$ cat config.mk
export PLATFORM = sky130hd
export DESIGN_NAME = alu8_core
export DESIGN_NICKNAME = d
export VERILOG_FILES = /design/src/rtl/alu8_pkg.sv /design/src/rtl/alu8_operand.sv /design/src/rtl/alu8_adder.sv /design/src/rtl/alu8_logic.sv /design/src/rtl/alu8_core.sv
export SDC_FILE = /design/constraint.sdc
export NUM_CORES = 1
export LEC_CHECK = 0
export BUFFER_PORTS_ARGS = -buffer_cell sky130_fd_sc_hd__buf_2
export CAP_MARGIN = 20
export CORE_AREA = 2 2 53 45
export DETAILED_ROUTE_END_ITERATION = 16
export DIE_AREA = 0 0 55 47
export GPL_ROUTABILITY_DRIVEN = 0
export PLACE_DENSITY_LB_ADDON = 0.1
export SETUP_SLACK_MARGIN = 0.2
export SLEW_MARGIN = 20
export SYNTH_ARGS = -nofsm -noshare
export SYNTH_HDL_FRONTEND = slang
export SYNTH_SLANG_ARGS = --single-unit
$ cat constraint.sdc
create_clock -name vclk -period 4.5
set_clock_uncertainty 0.15 [all_clocks]
set_input_delay 0.45 -clock vclk [all_inputs]
set_output_delay 0.45 -clock vclk [all_outputs]
set_load 0.01 [all_outputs]
$ cat src/rtl/alu8_pkg.sv
package alu8_pkg;
  localparam int unsigned ALU_W = 8;
  localparam int unsigned SEL_W = 3;

  // Result select codes: bit 2 is the first select line.
  localparam logic [SEL_W-1:0] SEL_AND  = 3'b000;
  localparam logic [SEL_W-1:0] SEL_OR   = 3'b100;
  localparam logic [SEL_W-1:0] SEL_XOR  = 3'b010;
  localparam logic [SEL_W-1:0] SEL_NOTB = 3'b110;
  localparam logic [SEL_W-1:0] SEL_ADD  = 3'b001;

  typedef enum logic [1:0] {
    CIN_FLAG = 2'b00,
    CIN_ZERO = 2'b01,
    CIN_ONE  = 2'b10,
    CIN_BOTH = 2'b11
  } cin_ctl_e;
endpackage

$ cat src/rtl/alu8_operand.sv
module alu8_operand #(
  parameter int unsigned W = alu8_pkg::ALU_W
) (
  input  logic [W-1:0] b_raw,
  input  logic         invert,
  input  logic         carry_flag,
  input  logic         force_one,
  input  logic         force_zero,
  output logic [W-1:0] b_eff,
  output logic         cin
);
  import alu8_pkg::*;

  cin_ctl_e cin_ctl;

  always_comb begin
    b_eff = invert ? ~b_raw : b_raw;
  end

  always_comb begin
    cin_ctl = cin_ctl_e'({force_one, force_zero});
    unique case (cin_ctl)
      CIN_FLAG: cin = carry_flag;
      CIN_ONE:  cin = 1'b1;
      CIN_ZERO: cin = 1'b0;
      CIN_BOTH: cin = 1'b0;
      default:  cin = 1'b0;
    endcase
  end

  always_comb begin

    cin_both_chk: assert (!(force_one && force_zero) || (cin == 1'b0))
      else $error("carry-in not zero with both force lines high");
  end
endmodule

$ cat src/rtl/alu8_adder.sv
module alu8_adder #(
  parameter int unsigned W = alu8_pkg::ALU_W
) (
  input  logic [W-1:0] x,
  input  logic [W-1:0] y,
  input  logic         cin,
  output logic [W-1:0] sum,
  output logic         cout
);
  logic [W:0] carry;

  assign carry[0] = cin;

  for (genvar i = 0; i < W; i++) begin : g_bit
    assign sum[i]     = x[i] ^ y[i] ^ carry[i];
    assign carry[i+1] = (x[i] & y[i]) | (carry[i] & (x[i] ^ y[i]));
  end

  assign cout = carry[W];

  always_comb begin

    ripple_sum_chk: assert ({cout, sum} == ({1'b0, x} + {1'b0, y} + {{W{1'b0}}, cin}))
      else $error("ripple chain disagrees with arithmetic sum");
  end
endmodule

$ cat src/rtl/alu8_logic.sv
module alu8_logic #(
  parameter int unsigned W = alu8_pkg::ALU_W
) (
  input  logic [W-1:0]                  a,
  input  logic [W-1:0]                  b,
  input  logic [alu8_pkg::SEL_W-1:0]    sel,
  output logic [W-1:0]                  y,
  output logic                          hit
);
  import alu8_pkg::*;

  always_comb begin
    hit = 1'b1;
    unique case (sel)
      SEL_AND:  y = a & b;
      SEL_OR:   y = a | b;
      SEL_XOR:  y = a ^ b;
      SEL_NOTB: y = ~b;
      default: begin
        y   = '0;
        hit = 1'b0;
      end
    endcase
  end
endmodule

$ cat src/rtl/alu8_core.sv
module alu8_core #(
  parameter int unsigned W = alu8_pkg::ALU_W
) (
  input  logic [W-1:0]               a_in,
  input  logic [W-1:0]               b_in,
  input  logic                       carry_flag,
  input  logic                       inv_b,
  input  logic                       cin_one,
  input  logic                       cin_zero,
  input  logic [alu8_pkg::SEL_W-1:0] op_sel,
  output logic [W-1:0]               result,
  output logic                       zero_flag,
  output logic                       carry_out
);
  import alu8_pkg::*;

  logic [W-1:0] b_eff;
  logic         add_cin;
  logic [W-1:0] add_sum;
  logic         add_cout;
  logic [W-1:0] logic_y;
  logic         logic_hit;
  logic         sel_add;

  alu8_operand #(.W(W)) u_operand (
    .b_raw      (b_in),
    .invert     (inv_b),
    .carry_flag (carry_flag),
    .force_one  (cin_one),
    .force_zero (cin_zero),
    .b_eff      (b_eff),
    .cin        (add_cin)
  );

  alu8_adder #(.W(W)) u_adder (
    .x    (a_in),
    .y    (b_eff),
    .cin  (add_cin),
    .sum  (add_sum),
    .cout (add_cout)
  );

  alu8_logic #(.W(W)) u_logic (
    .a   (a_in),
    .b   (b_in),
    .sel (op_sel),
    .y   (logic_y),
    .hit (logic_hit)
  );

  assign sel_add = (op_sel == SEL_ADD);

  always_comb begin
    if (sel_add) begin
      result    = add_sum;
      carry_out = add_cout;
    end else begin
      result    = logic_hit ? logic_y : '0;
      carry_out = 1'b0;
    end
    zero_flag = ~|result;
  end

  always_comb begin

    sub_diff_chk: assert (!(sel_add && inv_b && cin_one && !cin_zero) ||
                          ((result == W'(a_in - b_in)) && (carry_out == (a_in >= b_in))))
      else $error("subtraction result or borrow wrong");

    spare_code_chk: assert (!(op_sel == 3'b011 || op_sel == 3'b101 || op_sel == 3'b111) ||
                            (result == '0 && zero_flag))
      else $error("spare select code produced a nonzero result");

    logic_carry_chk: assert (sel_add || !carry_out)
      else $error("carry-out raised for a logic operation");

    not_b_chk: assert (op_sel != SEL_NOTB || (result ^ b_in) == '1)
      else $error("complement select wrong");

    pass_b_chk: assert (!(sel_add && !inv_b && cin_zero) || result == W'(a_in + b_in))
      else $error("plain add wrong with carry-in forced low");
  end
endmodule

; ---- After elaboration in Yosys (flattened, before gate mapping)
; Index checks and enable logic that the tools add are counted.
[totals]
mem_bits_ro = 0
ram_bits = 0
elab_cells = 64
latch_bits = 0
regBits = 0
output_inout_bits = 10
n_memories = 0
[classes]
shifts = 0
reduce_logical = 6
magnitude_cmp = 0
n_bitwise = 44
add_sub_neg = 0
eq_ne = 7
n_mux = 7
div = 0
multipliers = 0
[ops]
columns = op, count
row1 = 8-bit case mux with 4 select lines, 1
row2 = 8-bit two-way mux, 3
row3 = 1-bit AND, 16
row4 = 1-bit XOR, 16
row5 = 8-bit AND, 1
row6 = 8-bit NOT, 1
row7 = 1-bit OR, 8
row8 = 8-bit OR, 1
row9 = 8-bit OR reduction, 1
row10 = 8-bit XOR, 1
row11 = "3-bit equality test, second input constant", 2
row12 = "2-bit equality test, second input constant", 2
row13 = 4-bit OR reduction, 1
row14 = "3-bit by 1-bit equality test with 1-bit output, second input constant", 1
row15 = "3-bit by 2-bit equality test with 1-bit output, second input constant", 1
row16 = 3-bit logical NOT, 1
row17 = 1-bit case mux with 3 select lines, 1
row18 = "2-bit by 1-bit equality test with 1-bit output, second input constant", 1
row19 = 2-bit logical NOT, 1
row20 = 1-bit two-way mux, 2
row21 = 2-bit OR reduction, 1
row22 = 1-bit logical NOT, 1

; ---- Depth between registers and ports, before layout
[logic_depth]
depth_word = 21
mapped_depth = 18
ltp_nobuf = 17

; ---- Cells and area by module
; A second synthesis with hierarchy kept.
[unflattened]
cells_unflattened = 127
area_unflattened_um2 = 1032.2
[modules_own_cells]
columns = mod, area_each_um2, n_inst, cells_each, seq_area_each_um2
row1 = alu8_logic, 555.5, 1, 63, 0.0
row2 = alu8_adder, 197.7, 1, 18, 0.0
row3 = alu8_core, 187.7, 1, 36, 0.0
row4 = alu8_operand, 91.3, 1, 10, 0.0

; ---- Worst setup path after synthesis
; No wires, ideal clock.
[synth_timing]
kind = input to output
startpoint = input port inv_b
endpoint = output port zero_flag
arrival_ns = 4.447
n_path_buf = 1
cell_stages = 18
setup_slack_ns = -0.547
path_cell_list = clkbuf_1 > xnor2_1 > fa_1 > inv_1 > fa_1 > inv_1 > fa_1 > fa_1 > inv_1 > fa_1 > inv_1 > fa_1 > fa_1 > fa_1 > nand4b_1 > a21oi_1 > nor2_1 > nor4_2
[synth_between]
elab_chain_cells = 20
[synth_lines]
columns = item, line
row1 = "start, declared", alu8_core.sv:7  ; input logic inv_b,
row2 = 8-bit two-way mux (*), alu8_operand.sv:17  ; b_eff = invert ? ~b_raw : b_raw;
row3 = 1-bit XOR, "alu8_adder.sv:15, alu8_adder.sv:16"
row4 = 1-bit AND, alu8_adder.sv:16  ; assign carry[i+1] = (x[i] & y[i]) | (carry[i] & (x[i] ^ y[i]));
row5 = 1-bit OR, alu8_adder.sv:16
row6 = 1-bit AND, alu8_adder.sv:16
row7 = 1-bit OR, alu8_adder.sv:16
row8 = 1-bit AND, alu8_adder.sv:16
row9 = 1-bit OR, alu8_adder.sv:16
row10 = (+4 left out), n/a
row11 = 1-bit AND, alu8_adder.sv:16
row12 = 1-bit OR, alu8_adder.sv:16
row13 = 1-bit AND, alu8_adder.sv:16
row14 = 1-bit OR, alu8_adder.sv:16
row15 = 1-bit XOR, alu8_adder.sv:15  ; assign sum[i] = x[i] ^ y[i] ^ carry[i];
row16 = 8-bit two-way mux (*), alu8_core.sv:54  ; if (sel_add) begin
row17 = 8-bit OR reduction (*), alu8_core.sv:61  ; zero_flag = ~|result;
row18 = 1-bit logical NOT (*), alu8_core.sv:61
row19 = "end, declared", alu8_core.sv:12  ; output logic zero_flag,
; Every way passes the cells marked *; elsewhere a longest branch is shown, timed or not.

; ---- Worst setup path in the final report
[layout_timing]
startpoint = input port cin_zero
endpoint = output port zero_flag
[layout_between]
elab_chain_cells = 21
[layout_lines]
columns = item, line
row1 = "start, declared", alu8_core.sv:9  ; input logic cin_zero,
row2 = 2-bit by 1-bit equality test with 1-bit output or 2-bit equality test (tied branches), alu8_operand.sv:22  ; unique case (cin_ctl)
row3 = 2-bit OR reduction (no source line), n/a
row4 = 1-bit case mux with 3 select lines (*), alu8_operand.sv:22
row5 = 1-bit AND, alu8_adder.sv:16
row6 = 1-bit OR, alu8_adder.sv:16
row7 = 1-bit AND, alu8_adder.sv:16
row8 = 1-bit OR, alu8_adder.sv:16
row9 = 1-bit AND, alu8_adder.sv:16
row10 = (+5 left out), n/a
row11 = 1-bit AND, alu8_adder.sv:16
row12 = 1-bit OR, alu8_adder.sv:16
row13 = 1-bit AND, alu8_adder.sv:16
row14 = 1-bit OR, alu8_adder.sv:16
row15 = 1-bit XOR, alu8_adder.sv:15
row16 = 8-bit two-way mux (*), alu8_core.sv:54
row17 = 8-bit OR reduction (*), alu8_core.sv:61
row18 = 1-bit logical NOT (*), alu8_core.sv:61
; Marked as above.

==> flow_metrics.tcl <==
set metrics [dict create \
    status "finished, violations left" \
    violations "setup timing" \
    grt_pass1_wl_um 3800 \
    ys_warn_count 0 \
    max-vdd-ir-drop_mv 0.0696 \
    syn_area_um2 957 \
    synth_common_cells "inv_1 (20), ha_1 (16), o22a_1 (11)" \
    yosys-top-cells-area "ha_1 (21%), fa_1 (17%), o22a_1 (10%), inv_1 (7.8%), xnor2_1 (5.5%)" \
    ys_types 35 \
    placedCellCount 166 \
    fin_crit_ns 4.83 \
    firstDrtPassIters 4 \
    syn_to_final_growth_pct 29.8 \
    yosysTopAreaCellShare_pct 20.9 \
    post_cts_buffers 0 \
    grtUsageTotal_pct 19.9 \
    drv_slew 0 \
    grt_setup_unrepaired "yes" \
    relSlewSlack_pct 65.8 \
    seqCellArea_um2 0 \
    critical_path_arrival_ns 4.23 \
    startpoint_type "input pin" \
    grt_overflow_total 0 \
    seq_cells 0 \
    die_h_um 47 \
    syn_nets 156 \
    synthMostInstantiatedCell "inv_1" \
    worstPathMaxFanout 2 \
    hold_class "in -> out" \
    crit_path_top_delay_cell "fa_2" \
    hold_buffers 0 \
    start_util_pct 46.4 \
    crit_top_cell "fa_2" \
    period_share_pct 107 \
    routedWlPerCell_um 13.5 \
    max_stage_delay_ns 0.57 \
    instances_no_fill 166 \
    synth_top_area_cell "ha_1" \
    worstSetupStartpoint "cin_zero" \
    port_buffers 33 \
    antenna_found_initial 0 \
    layout.clock_buffers 0 \
    synth_cells 109 \
    hold_violations 0 \
    max_freq_mhz 207 \
    die_area_um2 2590 \
    hold_path_depth 3 \
    min_from "op_sel[0]" \
    final_layout_size_suffix_gt1_share_pct 41.1 \
    post-dp-hpwl_um 1810 \
    critical_path_class "in -> out" \
    p_per_area_nw_per_um2 125 \
    diodes 0 \
    ys_seq_area_share_pct 0 \
    grt_max_degree 25 \
    die_w_um 55 \
    syn_avg_cell_area_um2 8.78 \
    p_total_uw 155 \
    core_area_um2 2060 \
    ios 33 \
    worst_slack_ns -0.325 \
    crit_required_ns 3.90 \
    holdPathEnd "result[0]" \
    drtAntennaViolNets 0 \
    crit_chain "buf_6, o21bai_4, fa_2, inv_2, fa_2, inv_2, fa_2, fa_2, inv_2, fa_2, inv_2, fa_2, fa_2, o22a_1, o32ai_4, or3_4, nor4_4, buf_2" \
    wirelength_um 2240 \
    drt_iter0_markers 15 \
    worstMarginPinSlew_ns 0.513 \
    nets 190 \
    timing.max_cap.violations 0 \
    num_rows 15 \
    grt_pass1_vias 868 \
    drc_errors 0 \
    num_vias 883 \
    critPathCaptureType "output pin" \
    setup_viol 2 \
    avgViaCountPerCell 5.32 \
    fillers 193 \
    tns_ns -0.383 \
    power.leakage_uw 0.000616 \
]
[routing by layer]
layer,track usage (%),wire [µm],vias up
li1,-,-,446
met1,27.7,1010,412
met2,37.1,1120,25
met3,0,112,0
met4,0,0,0
met5,0,0,-
[where the power goes]
group / internal (µW) / leakage [µW] / switching (µW)
Sequential: 0 / 0 / 0
Clock: 0 / 0 / 0
Combinational: 77.0 / 0.000616 / 78.4
Total: 77.0 / 0.000616 / 78.4
[cell usage in the layout (no fill, tap or decap), drive strengths merged]
| cell | Yosys | routed |
|---|---|---|
| buf | 4 | 38 |
| or3 | 1 | 1 |
| o21ai | 2 | 2 |
| o32ai | 2 | 2 |
| nand4b | 1 | 1 |
| mux2i | 5 | 5 |
| a2bb2oi | 1 | 1 |
| inv | 20 | 20 |
| xor2 | 2 | 2 |
| nand2 | 1 | 1 |
| nor4 | 1 | 1 |
| ha | 16 | 16 |
| nand2b | 1 | 1 |
| mux2 | 1 | 1 |
| a21oi | 3 | 3 |
| o22ai | 5 | 5 |
| o22a | 11 | 11 |
| o211ai | 1 | 1 |
| o21bai | 1 | 1 |
| a211oi | 2 | 2 |
| a21boi | 2 | 2 |
| xnor2 | 6 | 6 |
| nor2 | 2 | 2 |
| nor3 | 1 | 1 |
| or2b | 2 | 2 |
| nor2b | 2 | 2 |
| and2b | 1 | 1 |
| fa | 8 | 8 |
| a21o | 1 | 1 |
| a41oi | 1 | 1 |
[layout make-up]
type / count / area [µm²] / share of cell area [%]
Tap cell: 25 / 31.3 / 2.52
Timing Repair Buffer: 38 / 225 / 18.1
Inverter: 20 / 75.1 / 6.04
Multi-Input combinational cell: 83 / 911 / 73.3
[through the flow]
step / instance area (µm²) / util (%) / setup slack (ns) / hold slack (ns)
detailed placement: 1190 / 57.8 / -0.321 / 1.24
global route: 1240 / 60.2 / -0.445 / 1.28
global placement: 1190 / 57.8 / -0.301 / 1.24
CTS: 1220 / 59.2 / -0.322 / 1.24
finish: 1240 / 60.2 / -0.325 / 1.25
floorplan: 1030 / - / -0.0782 / 0.961
[worst max-delay path: cells and delay by family]
family,cells,cell delay (ns)
buffers and inverters,6,0.45
adders and majority gates,7,2.30
and+or+nand+nor,2,0.62
AOI/OAI and AO/OA,3,0.41
[worst max-delay path by stage]
stage / to
2_1_floorplan: zero_flag
3_3_place_gp: zero_flag
3_5_place_dp: zero_flag
4_1_cts: zero_flag
5_1_grt: zero_flag
6_report: zero_flag
[cell families (layout without fill, tap and decap cells)]
| logic type | Yosys count | after routing | share of synthesized area (%) |
|---|---|---|---|
| buffers and inverters | 26 | 58 | 13.6 |
| AND/OR/NAND/NOR | 13 | 13 | 9.02 |
| XOR/XNOR | 8 | 8 | 7.32 |
| multiplexers | 6 | 6 | 6.80 |
| AO/OA/AOI/OAI | 32 | 32 | 25.6 |
| adder cells (fa/ha/maj) | 24 | 24 | 37.6 |
[timing repair]
item,in CTS,in global routing
resized for setup,9,3
pin swaps,4,5
gates cloned,0,0
setup endpoints to repair,3,3
Note: power is estimated with default switching activity, not from simulation.
